## src/rtl/spm_win_pkg.sv

```systemverilog
// Package: shared types and bit positions for the self-programming
// command window controller.
// Assumes: a five-bit command field; the enable bit sits at bit 0.
package spm_win_pkg;

    localparam int CMD_W     = 5;
    localparam int BIT_EN    = 0;
    localparam int BIT_ERASE = 1;
    localparam int BIT_WRITE = 2;
    localparam int BIT_LOCK  = 3;
    localparam int BIT_RWWRE = 4;
    localparam int BIT_BUSY  = 6;

    typedef enum logic [2:0] {
        CMD_NONE  = 3'd0,
        CMD_ERASE = 3'd1,
        CMD_WRITE = 3'd2,
        CMD_LOCK  = 3'd3,
        CMD_RWWRE = 3'd4
    } spm_cmd_e;

endpackage

```

## src/rtl/spm_cmd_window.sv

```systemverilog
// Module: spm_cmd_window
// Holds the armed command and its countdown window. Produces one-cycle
// go pulses when a store or load strobe is honoured.
// Assumes: strobes are synchronous single-cycle pulses. A register write
// in the same cycle as a strobe wins, and that strobe is dropped.
module spm_cmd_window
    import spm_win_pkg::*;
#(
    parameter int STORE_WIN = 4,
    parameter int LOAD_WIN  = 3
) (
    input  logic             clk,
    input  logic             rst_n,
    input  logic             csr_wr,
    input  logic [CMD_W-1:0] csr_wdata,
    input  logic             ee_busy,
    input  logic             spm_strobe,
    input  logic             lpm_strobe,
    input  logic             pg_pending,
    output logic [CMD_W-1:0] cmd_bits,
    output spm_cmd_e         cmd_sel,
    output logic             store_go,
    output logic             load_go
);

    localparam int CNT_W = $clog2(STORE_WIN + 1);
    localparam logic [CNT_W-1:0] CNT_LOAD  = CNT_W'(STORE_WIN);
    localparam logic [CNT_W-1:0] CNT_FLOOR = CNT_W'(STORE_WIN - LOAD_WIN);
    localparam logic [CNT_W-1:0] CNT_ONE   = CNT_W'(1);

    logic             armed_q;
    logic [CNT_W-1:0] win_cnt_q;
    logic [CMD_W-1:0] bits_q;
    spm_cmd_e         cmd_q;

    // Pick one command from the written field by fixed priority.
    function automatic spm_cmd_e decode_cmd(input logic [CMD_W-1:0] d);
        if (d[BIT_RWWRE])      return CMD_RWWRE;
        else if (d[BIT_LOCK])  return CMD_LOCK;
        else if (d[BIT_WRITE]) return CMD_WRITE;
        else if (d[BIT_ERASE]) return CMD_ERASE;
        else                   return CMD_NONE;
    endfunction

    logic accept_wr;
    logic base_ok;

    // Qualify strobes against window, EEPROM activity and page pending.
    always_comb begin
        accept_wr = csr_wr && !ee_busy;
        base_ok   = armed_q && !ee_busy && !csr_wr;
        store_go  = base_ok && spm_strobe && !pg_pending;
        load_go   = base_ok && lpm_strobe && (cmd_q == CMD_LOCK)
                    && (win_cnt_q > CNT_FLOOR);
    end

    // Arm on write, clear on honoured strobe or window expiry.
    always_ff @(posedge clk) begin
        if (!rst_n) begin
            armed_q   <= 1'b0;
            win_cnt_q <= '0;
            bits_q    <= '0;
            cmd_q     <= CMD_NONE;
        end else if (accept_wr) begin
            if (csr_wdata[BIT_EN]) begin
                armed_q   <= 1'b1;
                win_cnt_q <= CNT_LOAD;
                bits_q    <= csr_wdata;
                cmd_q     <= decode_cmd(csr_wdata);
            end else begin
                armed_q   <= 1'b0;
                win_cnt_q <= '0;
                bits_q    <= '0;
                cmd_q     <= CMD_NONE;
            end
        end else if (store_go || load_go) begin
            armed_q   <= 1'b0;
            win_cnt_q <= '0;
            bits_q    <= '0;
            cmd_q     <= CMD_NONE;
        end else if (win_cnt_q != '0) begin
            win_cnt_q <= win_cnt_q - CNT_ONE;
            if (win_cnt_q == CNT_ONE) begin
                armed_q <= 1'b0;
                bits_q  <= '0;
                cmd_q   <= CMD_NONE;
            end
        end
    end

    // Expose the armed view.
    always_comb begin
        cmd_bits = bits_q;
        cmd_sel  = cmd_q;
    end

    // the armed flag and a running countdown always agree.
    assert_armed_tracks_window_R3: assert property (@(posedge clk) disable iff (!rst_n)
        armed_q == (win_cnt_q != '0));

    // the countdown never exceeds the store window.
    assert_window_bounded_R3: assert property (@(posedge clk) disable iff (!rst_n)
        win_cnt_q <= CNT_LOAD);

endmodule

```

## src/rtl/spm_lock_store.sv

```systemverilog
// Module: spm_lock_store
// Holds the boot lock bits (1 = unprogrammed), programs them from a store
// operand and returns a padded readback byte.
// Assumes: go pulses come from the command window and are single-cycle.
module spm_lock_store #(
    parameter int LOCK_W   = 4,
    parameter int LOCK_LSB = 2,
    parameter int DATA_W   = 8
) (
    input  logic              clk,
    input  logic              rst_n,
    input  logic              prog_go,
    input  logic [LOCK_W-1:0] prog_data,
    input  logic              read_go,
    output logic [LOCK_W-1:0] lock_bits,
    output logic [DATA_W-1:0] rdata,
    output logic              rvalid
);

    logic [LOCK_W-1:0] lock_q;
    logic [DATA_W-1:0] rd_q;
    logic              rv_q;
    logic [DATA_W-1:0] packed_lock;

    // One flop per lock bit: a zero operand bit programs it, never undone.
    for (genvar i = 0; i < LOCK_W; i++) begin : g_lock
        always_ff @(posedge clk) begin
            if (!rst_n)
                lock_q[i] <= 1'b1;
            else if (prog_go && !prog_data[i])
                lock_q[i] <= 1'b0;
        end
    end

    // Build the readback byte: padding bits read as one.
    always_comb begin
        packed_lock = '1;
        packed_lock[LOCK_LSB +: LOCK_W] = lock_q;
    end

    // Register the readback and its valid pulse.
    always_ff @(posedge clk) begin
        if (!rst_n) begin
            rd_q <= '0;
            rv_q <= 1'b0;
        end else begin
            rv_q <= read_go;
            if (read_go)
                rd_q <= packed_lock;
        end
    end

    assign lock_bits = lock_q;
    assign rdata     = rd_q;
    assign rvalid    = rv_q;

    // a programmed lock bit never returns to one outside reset.
    assert_lock_sticky_R4: assert property (@(posedge clk) disable iff (!rst_n)
        ((~$past(lock_q)) & lock_q) == '0);

    // readback valid is a single-cycle pulse.
    assert_rvalid_pulse_R5: assert property (@(posedge clk) disable iff (!rst_n)
        rv_q |=> !rv_q);

endmodule

```

## src/rtl/spm_rww_tracker.sv

```systemverilog
// Module: spm_rww_tracker
// Runs the page request handshake and the sticky read-while-write busy flag.
// Assumes: pg_done is a pulse; a pulse with no request outstanding is ignored.
module spm_rww_tracker (
    input  logic clk,
    input  logic rst_n,
    input  logic page_go,
    input  logic page_is_write,
    input  logic rwwre_go,
    input  logic pg_done,
    output logic pg_req,
    output logic pg_op,
    output logic rww_busy
);

    logic req_q;
    logic op_q;
    logic busy_q;

    // Request handshake: raise on page go, drop on done.
    always_ff @(posedge clk) begin
        if (!rst_n) begin
            req_q <= 1'b0;
            op_q  <= 1'b0;
        end else if (page_go) begin
            req_q <= 1'b1;
            op_q  <= page_is_write;
        end else if (req_q && pg_done) begin
            req_q <= 1'b0;
        end
    end

    // Busy flag: set by a page go, cleared only by a release command.
    always_ff @(posedge clk) begin
        if (!rst_n)
            busy_q <= 1'b0;
        else if (page_go)
            busy_q <= 1'b1;
        else if (rwwre_go)
            busy_q <= 1'b0;
    end

    assign pg_req   = req_q;
    assign pg_op    = op_q;
    assign rww_busy = busy_q;

    // an outstanding page request always keeps the region busy.
    assert_req_implies_busy_R8: assert property (@(posedge clk) disable iff (!rst_n)
        req_q |-> busy_q);

    // busy falls only after a release command.
    assert_busy_release_R9: assert property (@(posedge clk) disable iff (!rst_n)
        $fell(busy_q) |-> $past(rwwre_go));

    // no new page operation starts while one is outstanding.
    assert_no_restart_R10: assert property (@(posedge clk) disable iff (!rst_n)
        (req_q && !pg_done) |=> $stable(op_q) && req_q);

endmodule

```

## src/rtl/spm_window_ctrl.sv

```systemverilog
// Module: spm_window_ctrl (top)
// Self-programming command window controller. It ties together the armed
// command window, the boot lock store and the RWW busy tracker, and
// presents the status register view.
// Assumes: the flash array, EEPROM and CPU sit outside and use the
// strobe and handshake ports.
module spm_window_ctrl
    import spm_win_pkg::*;
#(
    parameter int STORE_WIN = 4,
    parameter int LOAD_WIN  = 3,
    parameter int LOCK_W    = 4,
    parameter int LOCK_LSB  = 2,
    parameter int DATA_W    = 8
) (
    input  logic              clk,
    input  logic              rst_n,
    input  logic              csr_wr,
    input  logic [CMD_W-1:0]  csr_wdata,
    output logic [DATA_W-1:0] csr_rdata,
    input  logic              spm_strobe,
    input  logic [LOCK_W-1:0] st_lock_data,
    input  logic              lpm_strobe,
    input  logic              ee_busy,
    output logic              pg_req,
    output logic              pg_op,
    input  logic              pg_done,
    output logic              rww_block,
    output logic [LOCK_W-1:0] boot_lock,
    output logic [DATA_W-1:0] lock_rdata,
    output logic              lock_rvalid
);

    logic [CMD_W-1:0] cmd_bits;
    spm_cmd_e         cmd_sel;
    logic             store_go;
    logic             load_go;
    logic             lock_prog_go;
    logic             page_go;
    logic             page_is_write;
    logic             rwwre_go;
    logic             rww_busy;

    spm_cmd_window #(
        .STORE_WIN (STORE_WIN),
        .LOAD_WIN  (LOAD_WIN)
    ) win_i (
        .clk        (clk),
        .rst_n      (rst_n),
        .csr_wr     (csr_wr),
        .csr_wdata  (csr_wdata),
        .ee_busy    (ee_busy),
        .spm_strobe (spm_strobe),
        .lpm_strobe (lpm_strobe),
        .pg_pending (pg_req),
        .cmd_bits   (cmd_bits),
        .cmd_sel    (cmd_sel),
        .store_go   (store_go),
        .load_go    (load_go)
    );

    // Route an honoured store to the unit named by the armed command.
    always_comb begin
        lock_prog_go  = store_go && (cmd_sel == CMD_LOCK);
        page_go       = store_go && ((cmd_sel == CMD_ERASE) || (cmd_sel == CMD_WRITE));
        page_is_write = (cmd_sel == CMD_WRITE);
        rwwre_go      = store_go && (cmd_sel == CMD_RWWRE);
    end

    spm_lock_store #(
        .LOCK_W   (LOCK_W),
        .LOCK_LSB (LOCK_LSB),
        .DATA_W   (DATA_W)
    ) lock_i (
        .clk       (clk),
        .rst_n     (rst_n),
        .prog_go   (lock_prog_go),
        .prog_data (st_lock_data),
        .read_go   (load_go),
        .lock_bits (boot_lock),
        .rdata     (lock_rdata),
        .rvalid    (lock_rvalid)
    );

    spm_rww_tracker rww_i (
        .clk           (clk),
        .rst_n         (rst_n),
        .page_go       (page_go),
        .page_is_write (page_is_write),
        .rwwre_go      (rwwre_go),
        .pg_done       (pg_done),
        .pg_req        (pg_req),
        .pg_op         (pg_op),
        .rww_busy      (rww_busy)
    );

    // Status view: armed bits low, busy flag at its fixed position.
    always_comb begin
        csr_rdata = '0;
        csr_rdata[CMD_W-1:0] = cmd_bits;
        csr_rdata[BIT_BUSY]  = rww_busy;
        rww_block = rww_busy;
    end

    // lock programming leaves the read block untouched.
    assert_lock_keeps_rww_R11: assert property (@(posedge clk) disable iff (!rst_n)
        lock_prog_go |=> $stable(rww_block));

    // no lock readback follows a cycle with EEPROM activity.
    assert_ee_blocks_read_R7: assert property (@(posedge clk) disable iff (!rst_n)
        lock_rvalid |-> $past(!ee_busy));

endmodule

```

## config.mk

```make
export PLATFORM = sky130hd
export DESIGN_NAME = spm_window_ctrl
export DESIGN_NICKNAME = d
export VERILOG_FILES = /design/src/rtl/spm_win_pkg.sv /design/src/rtl/spm_cmd_window.sv /design/src/rtl/spm_lock_store.sv /design/src/rtl/spm_rww_tracker.sv /design/src/rtl/spm_window_ctrl.sv
export SDC_FILE = /design/constraint.sdc
export NUM_CORES = 1
export LEC_CHECK = 0
export BUFFER_PORTS_ARGS = -buffer_cell sky130_fd_sc_hd__buf_2
export CORE_MARGIN = 3
export CORE_UTILIZATION = 43
export DETAILED_ROUTE_END_ITERATION = 16
export GPL_ROUTABILITY_DRIVEN = 0
export PLACE_DENSITY_LB_ADDON = 0.2
export SLEW_MARGIN = 20
export SYNTH_ARGS = -nofsm -noshare
export SYNTH_HDL_FRONTEND = slang
export SYNTH_HIERARCHICAL = 1
export SYNTH_SLANG_ARGS = --single-unit
```

## constraint.sdc

```tcl
create_clock -name clk -period 1.6 [get_ports clk]
set_input_delay 0.16 -clock clk [delete_from_list [all_inputs] [get_ports clk]]
set_output_delay 0.16 -clock clk [all_outputs]
set_load 0.1 [all_outputs]
```

==> Word-level counts from Yosys, hierarchy flattened <==
Index checks and enable logic that the tools add are counted.
{ "word_totals": {"in_bits": 16, "out_inout_bits": 24, "word_cells": 78, "reg_bits": 27} }
{ "op_classes": {"reduce_logical": 31, "muxes": 27, "order_cmp": 1, "addsub": 1, "eq_ne": 5} }
{ "op_table": {"columns": ["operator", "n"], "rows": [
  ["$mux W3", 12],
  ["$mux W5", 5],
  ["$logic_and A1 B1 Y1", 16],
  ["$mux W1", 10],
  ["$reduce_bool A3 Y1", 3],
  ["$logic_not A1 Y1", 7],
  ["$eq A3 B1 Y1 const B", 2],
  ["$eq A3 B2 Y1 const B", 2],
  ["$reduce_bool A2 Y1", 2],
  ["$eq A3 B3 Y1 const B", 1],
  ["$gt A3 B1 Y1 const B", 1],
  ["$sub A3 B1 Y3 const B", 1],
  ["$logic_or A1 B1 Y1", 2],
  ["$reduce_and A2 Y1", 1]
]} }

==> Logic depth before layout (Yosys ltp) <==
Gate-level depths: netlist of run 1.
{ "logic_depth": {"depth_word": 9, "ltp_mapped": 7, "mapped_depth_nobuf": 6} }

==> Hierarchy <==
Netlist of run 1, hierarchy kept.
{ "by_module_without_submodules": {"columns": ["module", "cells_per_inst", "seq_area_each_um2", "n_inst", "area_each_um2"], "rows": [
  ["spm_cmd_window", 51, 200.2, 1, 520.5],
  ["spm_lock_store", 36, 200.2, 1, 374.1],
  ["spm_rww_tracker", 9, 60.1, 1, 103.8],
  ["spm_window_ctrl", 10, 0.0, 1, 75.1]
]} }

==> Worst setup path before layout of run 1 <==
Ideal clock, no wire load.
{ "synth_path": {"kind": "register -> register", "startpoint": "reg win_i/cmd_bits[4] (netlist name)", "endpoint": "reg win_i.win_cnt_q[2]", "arrival_ns": 1.847, "stages_incl_launch_ff": 5, "slack_ns": -0.366, "period_less_slack_ns": 1.966, "setup_ns": 0.119, "n_path_buf": 0, "required_ns": 1.481, "path_cell_list": "dfxtp_1 -> nand4b_1 -> a211oi_4 -> o32a_1 -> o221a_2"} }
{ "synth_lines": {"columns": ["item", "line", "text"], "rows": [
  ["to (signal assigned)", "spm_cmd_window.sv:82", "win_cnt_q <= win_cnt_q - CNT_ONE;"],
  ["to (decl)", "spm_cmd_window.sv:32", "logic [CNT_W-1:0] win_cnt_q;"]
]} }

==> impl_metrics.tcl, run 1 <==
set metrics [dict create \
    outcome "finished, final reports clean" \
    cap_viol_max_count 0 \
    synth_fa_ha_area_share_pct 3.50 \
    place_ws_ns -0.0734 \
    synth-compound-area-share_pct 16.7 \
    core-area_mm2 0.00230 \
    dp_hpwl_mm 1.68 \
    cts_hold_buffers 0 \
    synth_edf_count 0 \
    p_per_area_mw_per_mm2 977 \
    start_util_pct 46.7 \
    irDropWorstVdd_mv 0.652 \
    cts_tree "yes" \
    synth_area_leaders "dfxtp_1 43%, nor2b_1 6.4%, buf_4 5.6%, mux2i_1 4.7%, ha_1 3.5%" \
    die_w_um 56.0 \
    drt_iter0_drc 12 \
    clock_path_buffers 2 \
    final_antenna_net_count 0 \
    portBuffers 37 \
    synth_seq_cells 23 \
    synth_area_mm2 0.00107 \
    synth_flop_cell "dfxtp_1" \
    syn_to_final_growth_pct 35.2 \
    crit_type "reg2reg" \
    cpPeakStageDelay_ns 0.40 \
    whs_path_depth 2 \
    fmax_ghz 0.632 \
    crit_cells 5 \
    p_leak_nw 0.674 \
    clk_pin_slew_ns 0.11 \
    cp_slowest_cell "or3b_4" \
    nFillCells 187 \
    crit_family "simple AND/OR/NAND/NOR gates" \
    grt_pass1_wl_mm 3.57 \
    worstSetupEndpointType "flop" \
    cts_root_buffer "clkbuf_4" \
    grt_setup_unrepaired "true" \
    grt_max_degree 17 \
    yosys.area.top_type_share_pct 42.9 \
    holdWs_ns 0.0887 \
    nNetsFinal 173 \
    synth_warnings 6 \
    dpl_cell_area_mm2 0.00133 \
    layout_min_cycle_time_ns 1.58 \
    slew_viol_final 0 \
    reg2regPathDepth 5 \
    dieHeight_um 56.0 \
    yosysTopAreaCell "dfxtp_1" \
    start_kind "flop" \
    clock_latency_ns 0.30 \
    drive_above_1_share_pct 49.0 \
    syn_avg_cell_area_um2 10.1 \
    n_antenna_cell 0 \
    dr.pass1.iters 4 \
    netlist_instances 106 \
    required_ns 1.79 \
    gr-usage-all-layers_pct 14.3 \
    post-route-period-util_pct 98.9 \
    arrival_ns 1.77 \
    synth_top_family_by_area "simple AND/OR/NAND/NOR gates" \
    synth_common_cells "23 x dfxtp_1, 11 x nor2b_1, 9 x inv_1" \
    pin_count 40 \
    cts_buffers 3 \
    hold_viol_final 0 \
    synth-seq-area-share_pct 42.9 \
    cp_max_fo 4 \
    fin_total_pwr_mw 1.42 \
    drt-total-wl_mm 2.32 \
    grt_antenna_before_repair 0 \
    cts_max_level 1 \
    hold_path_class "in2reg" \
    gr-total-overflow 0 \
    synthDistinctLibCells 36 \
    die-area_mm2 0.00313 \
    wire_per_inst_um 12.8 \
    final_cell_area_mm2 0.00145 \
    synth_xor_area_share_pct 1.63 \
    drc 0 \
    worst-path-buf-inv 0 \
    setup_ws_ns 0.0179 \
    rows 17 \
    yosysMostFrequentCell "dfxtp_1" \
    synthMuxAreaShare_pct 4.66 \
    synthSimpleGateAreaFrac_pct 20.5 \
    vias_per_cell 4.95 \
    grt_pass1_vias 819 \
    synthArstFlopShare_pct 0 \
    fin_worst_skew_ns 0.00132 \
    crit_chain "or3b_4 > nor3b_4 > and4b_2 > nor2b_1 > o21ai_1" \
    vias 896 \
    cts.sinks 23 \
    setup_viol 0 \
]
## metal layers
layer / vias up / GRT usage [%] / share of wire [%]
met4: 0 / 3.05 / 0.56
met3: 2 / 5.80 / 8.8
li1: 447 / - / -
met5: - / 0 / 0
met1: 410 / 17.1 / 45
met2: 37 / 24.0 / 46
## final cells by class
class | instances | area (um2) | share of cell area (%)
Tap cell | 28 | 35.0 | 2.41
Multi-Input combinational cell | 66 | 593 | 40.9
Timing Repair Buffer | 51 | 294 | 20.3
Sequential cell | 23 | 469 | 32.3
Clock buffer | 4 | 26.3 | 1.81
Inverter | 9 | 33.8 | 2.33
## power breakdown
group / leakage, nW / total [mW] / internal [mW] / switching, mW
combinational: 0.470 / 0.518 / 0.234 / 0.285
sequential: 0.189 / 0.645 / 0.613 / 0.0314
clock: 0.0150 / 0.255 / 0.0972 / 0.158
total: 0.674 / 1.42 / 0.944 / 0.474
## final timing paths
kind | startpoint | to | slack [ns]
max | win_i/cmd_bits[0]$_SDFFE_PN0P_ | lock_i/lock_bits[2]$_SDFFE_PN1P_ | 0.02
min | csr_wdata[4] | win_i/cmd_bits[4]$_SDFFE_PN0P_ | 0.09
max reg2reg | win_i/cmd_bits[0]$_SDFFE_PN0P_ | lock_i/lock_bits[2]$_SDFFE_PN1P_ | 0.02
min reg2reg | lock_i/lock_bits[1]$_SDFFE_PN1P_ | lock_i/lock_bits[1]$_SDFFE_PN1P_ | 0.47
## state kept, by name, summed over array words and instances (netlist names)
name and count:
rww_i/rww_busy 1, lock_i/rdata 5, lock_i/rvalid 1, lock_i/lock_bits 4, win_i/cmd_bits 5, rww_i/pg_op 1
win_i/win_cnt_q 3, win_i/cmd_sel 2, rww_i/pg_req 1
## cell families after synthesis
group                    Yosys count
multiplexers                       5
flip-flops                        23
XOR/XNOR                           2
buffers and inverters             18
AND/OR/NAND/NOR                   33
other                              1
AO/OA/AOI/OAI                     21
adder cells (fa/ha/maj)            3
## through the flow
stage          TNS (ns)  std cells  util (%)
2_1_floorplan   -0.0206        107         -
3_3_place_gp     -0.153        175      57.7
3_5_place_dp     -0.313        175      57.7
4_1_cts        -0.00972        179      59.7
5_1_grt          -0.248        181      63.2
6_report              0        181      63.2
## placed cells by master, fill, tap and decap left out, types with 2 or more instances in the layout
cell type,n
conb_1,2
o21a_1,3
nand2_1,4
nor2b_4,3
dfxtp_1,18
xnor2_1,2
buf_4,13
nor2b_1,8
clkbuf_4,3
buf_2,37
dfxtp_2,4
o2bb2ai_1,2
a22o_1,4
nor3b_4,2
nor3_1,2
inv_1,8
mux2i_1,5
o21ai_1,3
nand2b_1,2
nor2_1,2
## timing repair
item	CTS	global route
buffers inserted	1	2
pin swaps	1	5
resized for setup	5	18
setup endpoints to repair	9	23
No activity file was read; power rests on OpenSTA's default activity.
==> run 2, diff against run 1 <==
- CTS_BUF_LIST: not set -> sky130_fd_sc_hd__clkbuf_4
==> impl_metrics.tcl, run 2 (synthesized netlist as in run 1, its figures left out) <==
set metrics [dict create \
    dr.pass1.iters 3 \
    outcome "finished with violations" \
    n_antenna_cell 0 \
    grt_setup_unrepaired "true" \
    gr-total-overflow 0 \
    clock_latency_ns 0.30 \
    core-area_mm2 0.00230 \
    pwr-share-seq_pct 45.6 \
    switching_share_pct 33.0 \
    pin_count 40 \
    p_per_area_mw_per_mm2 981 \
    final_common_cell "buf_2" \
    violations "setup timing" \
    clk_pin_slew_ns 0.11 \
    rows 17 \
    cap_viol_max_count 0 \
    setup_tns_ns -0.00808 \
    combPwrFrac_pct 34.7 \
    grt_max_degree 17 \
    final_antenna_net_count 0 \
    ff2ff_setup_slack_ns -0.005 \
    drt-total-wl_mm 2.31 \
    cp_max_fo 5 \
    vias_per_cell 4.98 \
    worstSetupEndpointType "flop" \
    hold_path_class "in2reg" \
    syn_to_final_growth_pct 32.9 \
    die_w_um 56.0 \
    final_cell_area_mm2 0.00143 \
    intPower_uw 937 \
    vias 891 \
    irDropWorstVdd_mv 0.698 \
    rr_startpoint "win_i/win_cnt_q[1]$_SDFFE_PN0P_" \
    nNetsFinal 171 \
    layout_min_cycle_time_ns 1.61 \
    drt_iter0_drc 12 \
    gr-usage-all-layers_pct 14.4 \
    post-route-period-util_pct 100 \
    start_kind "flop" \
    holdCritStartpoint "csr_wdata[4]" \
    grt_pass1_vias 818 \
    final_cell_mix "37 x buf_2, 19 x dfxtp_1, 11 x buf_4" \
    dieHeight_um 56.0 \
    cts.sinks 23 \
    cts_root_buffer "clkbuf_4" \
    cts_tree "yes" \
    whs_path_depth 2 \
    grt_antenna_before_repair 0 \
    worstHoldEndpoint "win_i/cmd_bits[4]$_SDFFE_PN0P_" \
    fin_worst_skew_ns 0.00132 \
    p_leak_nw 0.667 \
    fmax_ghz 0.623 \
    portBuffers 37 \
    switchingPower_uw 462 \
    hold_viol_final 0 \
    drc 0 \
    arrival_ns 1.82 \
    required_ns 1.81 \
    start_util_pct 46.7 \
    clock_path_buffers 2 \
    fin_util_pct 62.1 \
    drive_above_1_share_pct 47.7 \
    cts_hold_buffers 0 \
    reg2regPathDepth 7 \
    grt_pass1_wl_mm 3.58 \
    crit_type "reg2reg" \
    slew_viol_final 0 \
    cts_buffers 3 \
    setup_viol 2 \
    die-area_mm2 0.00313 \
    setup_ws_ns -0.00524 \
    dpl_cell_area_mm2 0.00133 \
    dp_hpwl_mm 1.68 \
    cts_max_level 1 \
    wire_per_inst_um 12.9 \
    clockPowerShare_pct 19.7 \
    r2r-end "lock_i/rdata[2]$_SDFFE_PN0P_" \
]
==> run 2: timing repair <==
item                                   in CTS  in global routing
setup endpoints to repair                   9                 23
endpoints found under the hold margin       0                  0
gates resized for setup                     5                 15
pin swaps                                   1                  3
gates cloned                                0                  0
buffers inserted                            1                  0
==> run 2: layout make-up <==
cell class	instances	area, um2
Fill cell	195	871
Multi-Input combinational cell	66	581
Sequential cell	23	468
Timing Repair Buffer	49	279
Tap cell	28	35.0
Inverter	9	33.8
Clock buffer	4	30.0
==> run 2: how the worst max path moves through the flow <==
| stage | cells past startpoint | start | endpoint |
|---|---|---|---|
| 4_1_cts | 6 | win_i/win_cnt_q[1]$_SDFFE_PN0P_ | win_i/cmd_bits[4]$_SDFFE_PN0P_ |
| 5_1_grt | 7 | win_i/win_cnt_q[1]$_SDFFE_PN0P_ | lock_i/rdata[3]$_SDFFE_PN0P_ |
| 3_5_place_dp | 7 | win_i/win_cnt_q[1]$_SDFFE_PN0P_ | lock_i/rdata[2]$_SDFFE_PN0P_ |
| 6_report | 7 | win_i/win_cnt_q[1]$_SDFFE_PN0P_ | lock_i/rdata[2]$_SDFFE_PN0P_ |
| 2_1_floorplan | 4 | rww_i/pg_req$_SDFFE_PN0P_ | win_i/cmd_bits[4]$_SDFFE_PN0P_ |
| 3_3_place_gp | 7 | win_i/win_cnt_q[1]$_SDFFE_PN0P_ | lock_i/rdata[4]$_SDFFE_PN0P_ |
==> run 2: metrics by stage <==
step           hold WS [ns]  power, mW  std cells  setup slack [ns]
2_1_floorplan         0.236      0.937        107          -0.00774
3_3_place_gp          0.394       1.06        175           -0.0457
3_5_place_dp          0.400       1.08        175           -0.0734
4_1_cts              0.0708       1.39        179          -0.00883
5_1_grt              0.0753       1.49        179           -0.0839
6_report             0.0849       1.40        179          -0.00524
==> run 2: metal layers <==
layer / wire [um] / GRT usage, %
met5: 0 / 0
met2: 1050 / 23.5
met1: 1040 / 17.4
met3: 203 / 5.80
met4: 13 / 4.07
==> run 2: critical path: stages (launching register included) <==
cell and delay (ns):
dfxtp_2 0.35, inv_2 0.04, ha_2 0.17, o21bai_4 0.17, a211oi_4 0.34, buf_6 0.19, mux2i_1 0.19, nor2b_1 0.06
==> run 2: power groups by stage <==
stage          Combinational, mW  Clock (mW)  Sequential, mW
3_3_place_gp               0.418           0           0.641
5_1_grt                    0.538       0.307           0.642
4_1_cts                    0.462       0.291           0.633
3_5_place_dp               0.437           0           0.643
6_report                   0.485       0.275           0.638
2_1_floorplan              0.265           0           0.672
==> run 3, diff against run 2 <==
- clock period: 1.6 -> 1.5 ns (I/O delays scaled with it)
==> impl_metrics.tcl, run 3 (synthesized netlist as in run 1, its figures left out) <==
set metrics [dict create \
    outcome "finished with violations" \
    violations "setup timing" \
    n_antenna_cell 0 \
    vias_per_cell 4.99 \
    dieHeight_um 56.0 \
    nNetsFinal 178 \
    holdWs_ns 0.0549 \
    cts_tree "yes" \
    worst-path-buf-inv 1 \
    vias 928 \
    grt_antenna_before_repair 0 \
    crit_type "reg2reg" \
    grt_setup_unrepaired "true" \
    start_kind "flop" \
    core-area_mm2 0.00230 \
    grt_pass1_wl_mm 4.04 \
    wire_per_inst_um 13.0 \
    cp_slowest_cell "or3b_4" \
    dp.cells 180 \
    nFillCells 206 \
    dr.pass1.iters 4 \
    die_w_um 56.0 \
    crit_chain "or3b_4 > a211oi_4 > buf_6 > a211oi_2 > o221a_2" \
    setup_viol 16 \
    grt_max_degree 17 \
    clock_path_buffers 2 \
    p_leak_nw 0.718 \
    cts_root_buffer "clkbuf_4" \
    arrival_ns 1.81 \
    drt-total-wl_mm 2.42 \
    fin_worst_skew_ns 0.00999 \
    required_ns 1.71 \
    slew_viol_final 0 \
    gr-usage-all-layers_pct 15.9 \
    syn_to_final_growth_pct 42.0 \
    setup_tns_ns -1.09 \
    cts_max_level 1 \
    final_cell_area_mm2 0.00152 \
    post-route-period-util_pct 107 \
    p_per_area_mw_per_mm2 1030 \
    rows 17 \
    irDropWorstVdd_mv 0.761 \
    drc 0 \
    cts.sinks 23 \
    clk_pin_slew_ns 0.13 \
    fin_cells 186 \
    fmax_ghz 0.623 \
    layout_min_cycle_time_ns 1.61 \
    die-area_mm2 0.00313 \
    cts_buffers 3 \
    final_cell_mix "37 x buf_2, 17 x buf_4, 16 x dfxtp_1" \
    start_util_pct 46.7 \
    hold_path_class "in2reg" \
    dpl_cell_area_mm2 0.00141 \
    gr-total-overflow 0 \
    fin_util_pct 66.3 \
    drive_above_1_share_pct 55.7 \
    pin_count 40 \
    cts_hold_buffers 0 \
    final_antenna_net_count 0 \
    worstSetupEndpointType "flop" \
    grt_pass1_vias 932 \
    cap_viol_max_count 0 \
    ff2ff_setup_slack_ns -0.11 \
    final_common_cell "buf_2" \
    cpPeakStageDelay_ns 0.41 \
    setup_ws_ns -0.106 \
    clock_latency_ns 0.31 \
    dp_hpwl_mm 1.85 \
    cp_max_fo 4 \
    hold_viol_final 0 \
    portBuffers 37 \
    drt_iter0_drc 14 \
    crit_family "compound AO/OA/AOI/OAI gates" \
]
[run 3: path summary, 6_finish.rpt]
path / startpoint / end / depth (start not counted)
setup / recovery: win_i/cmd_bits[0]$_SDFFE_PN0P_ / win_i/win_cnt_q[2]$_SDFFE_PN0P_ / 5
hold / removal: csr_wdata[4] / win_i/cmd_bits[4]$_SDFFE_PN0P_ / 2
hold reg to reg: lock_i/lock_bits[2]$_SDFFE_PN1P_ / lock_i/lock_bits[2]$_SDFFE_PN1P_ / 2
setup reg to reg: win_i/cmd_bits[0]$_SDFFE_PN0P_ / win_i/win_cnt_q[2]$_SDFFE_PN0P_ / 5
[run 3: layout make-up]
cell class                      count  area, um2  share of cell area (%)
Multi-Input combinational cell     66        618                    40.6
Sequential cell                    23        474                    31.1
Timing Repair Buffer               56        335                    22.0
Tap cell                           28       35.0                    2.30
Inverter                            9       33.8                    2.22
Clock buffer                        3       22.5                    1.48
Clock inverter                      1       5.00                   0.328
[run 3: layer usage]
metal  share of wire, %  vias up  track usage [%]
met5                  0        -                0
met4                3.0        0             7.80
met3                7.1        8             3.48
met2                 46       39             25.5
met1                 44      415             19.9
li1                   -      466                -
[run 3: stage by stage]
stage / power [mW] / setup slack [ns]
after floorplan: 1.05 / -0.0462
after global placement: 1.19 / -0.0634
after detailed placement: 1.21 / -0.0777
after CTS: 1.53 / -0.0770
after global routing: 1.66 / -0.188
final: 1.57 / -0.106
[run 3: report_power, final]
part           switching (mW)  internal, mW
clock                   0.185        0.0994
combinational           0.316         0.280
sequential             0.0327         0.652
total                   0.533          1.03
[run 3: timing repair]
action	CTS	global route
gates resized for setup	2	15
setup endpoints to repair	16	20
pin swaps	0	9
setup buffers	2	1
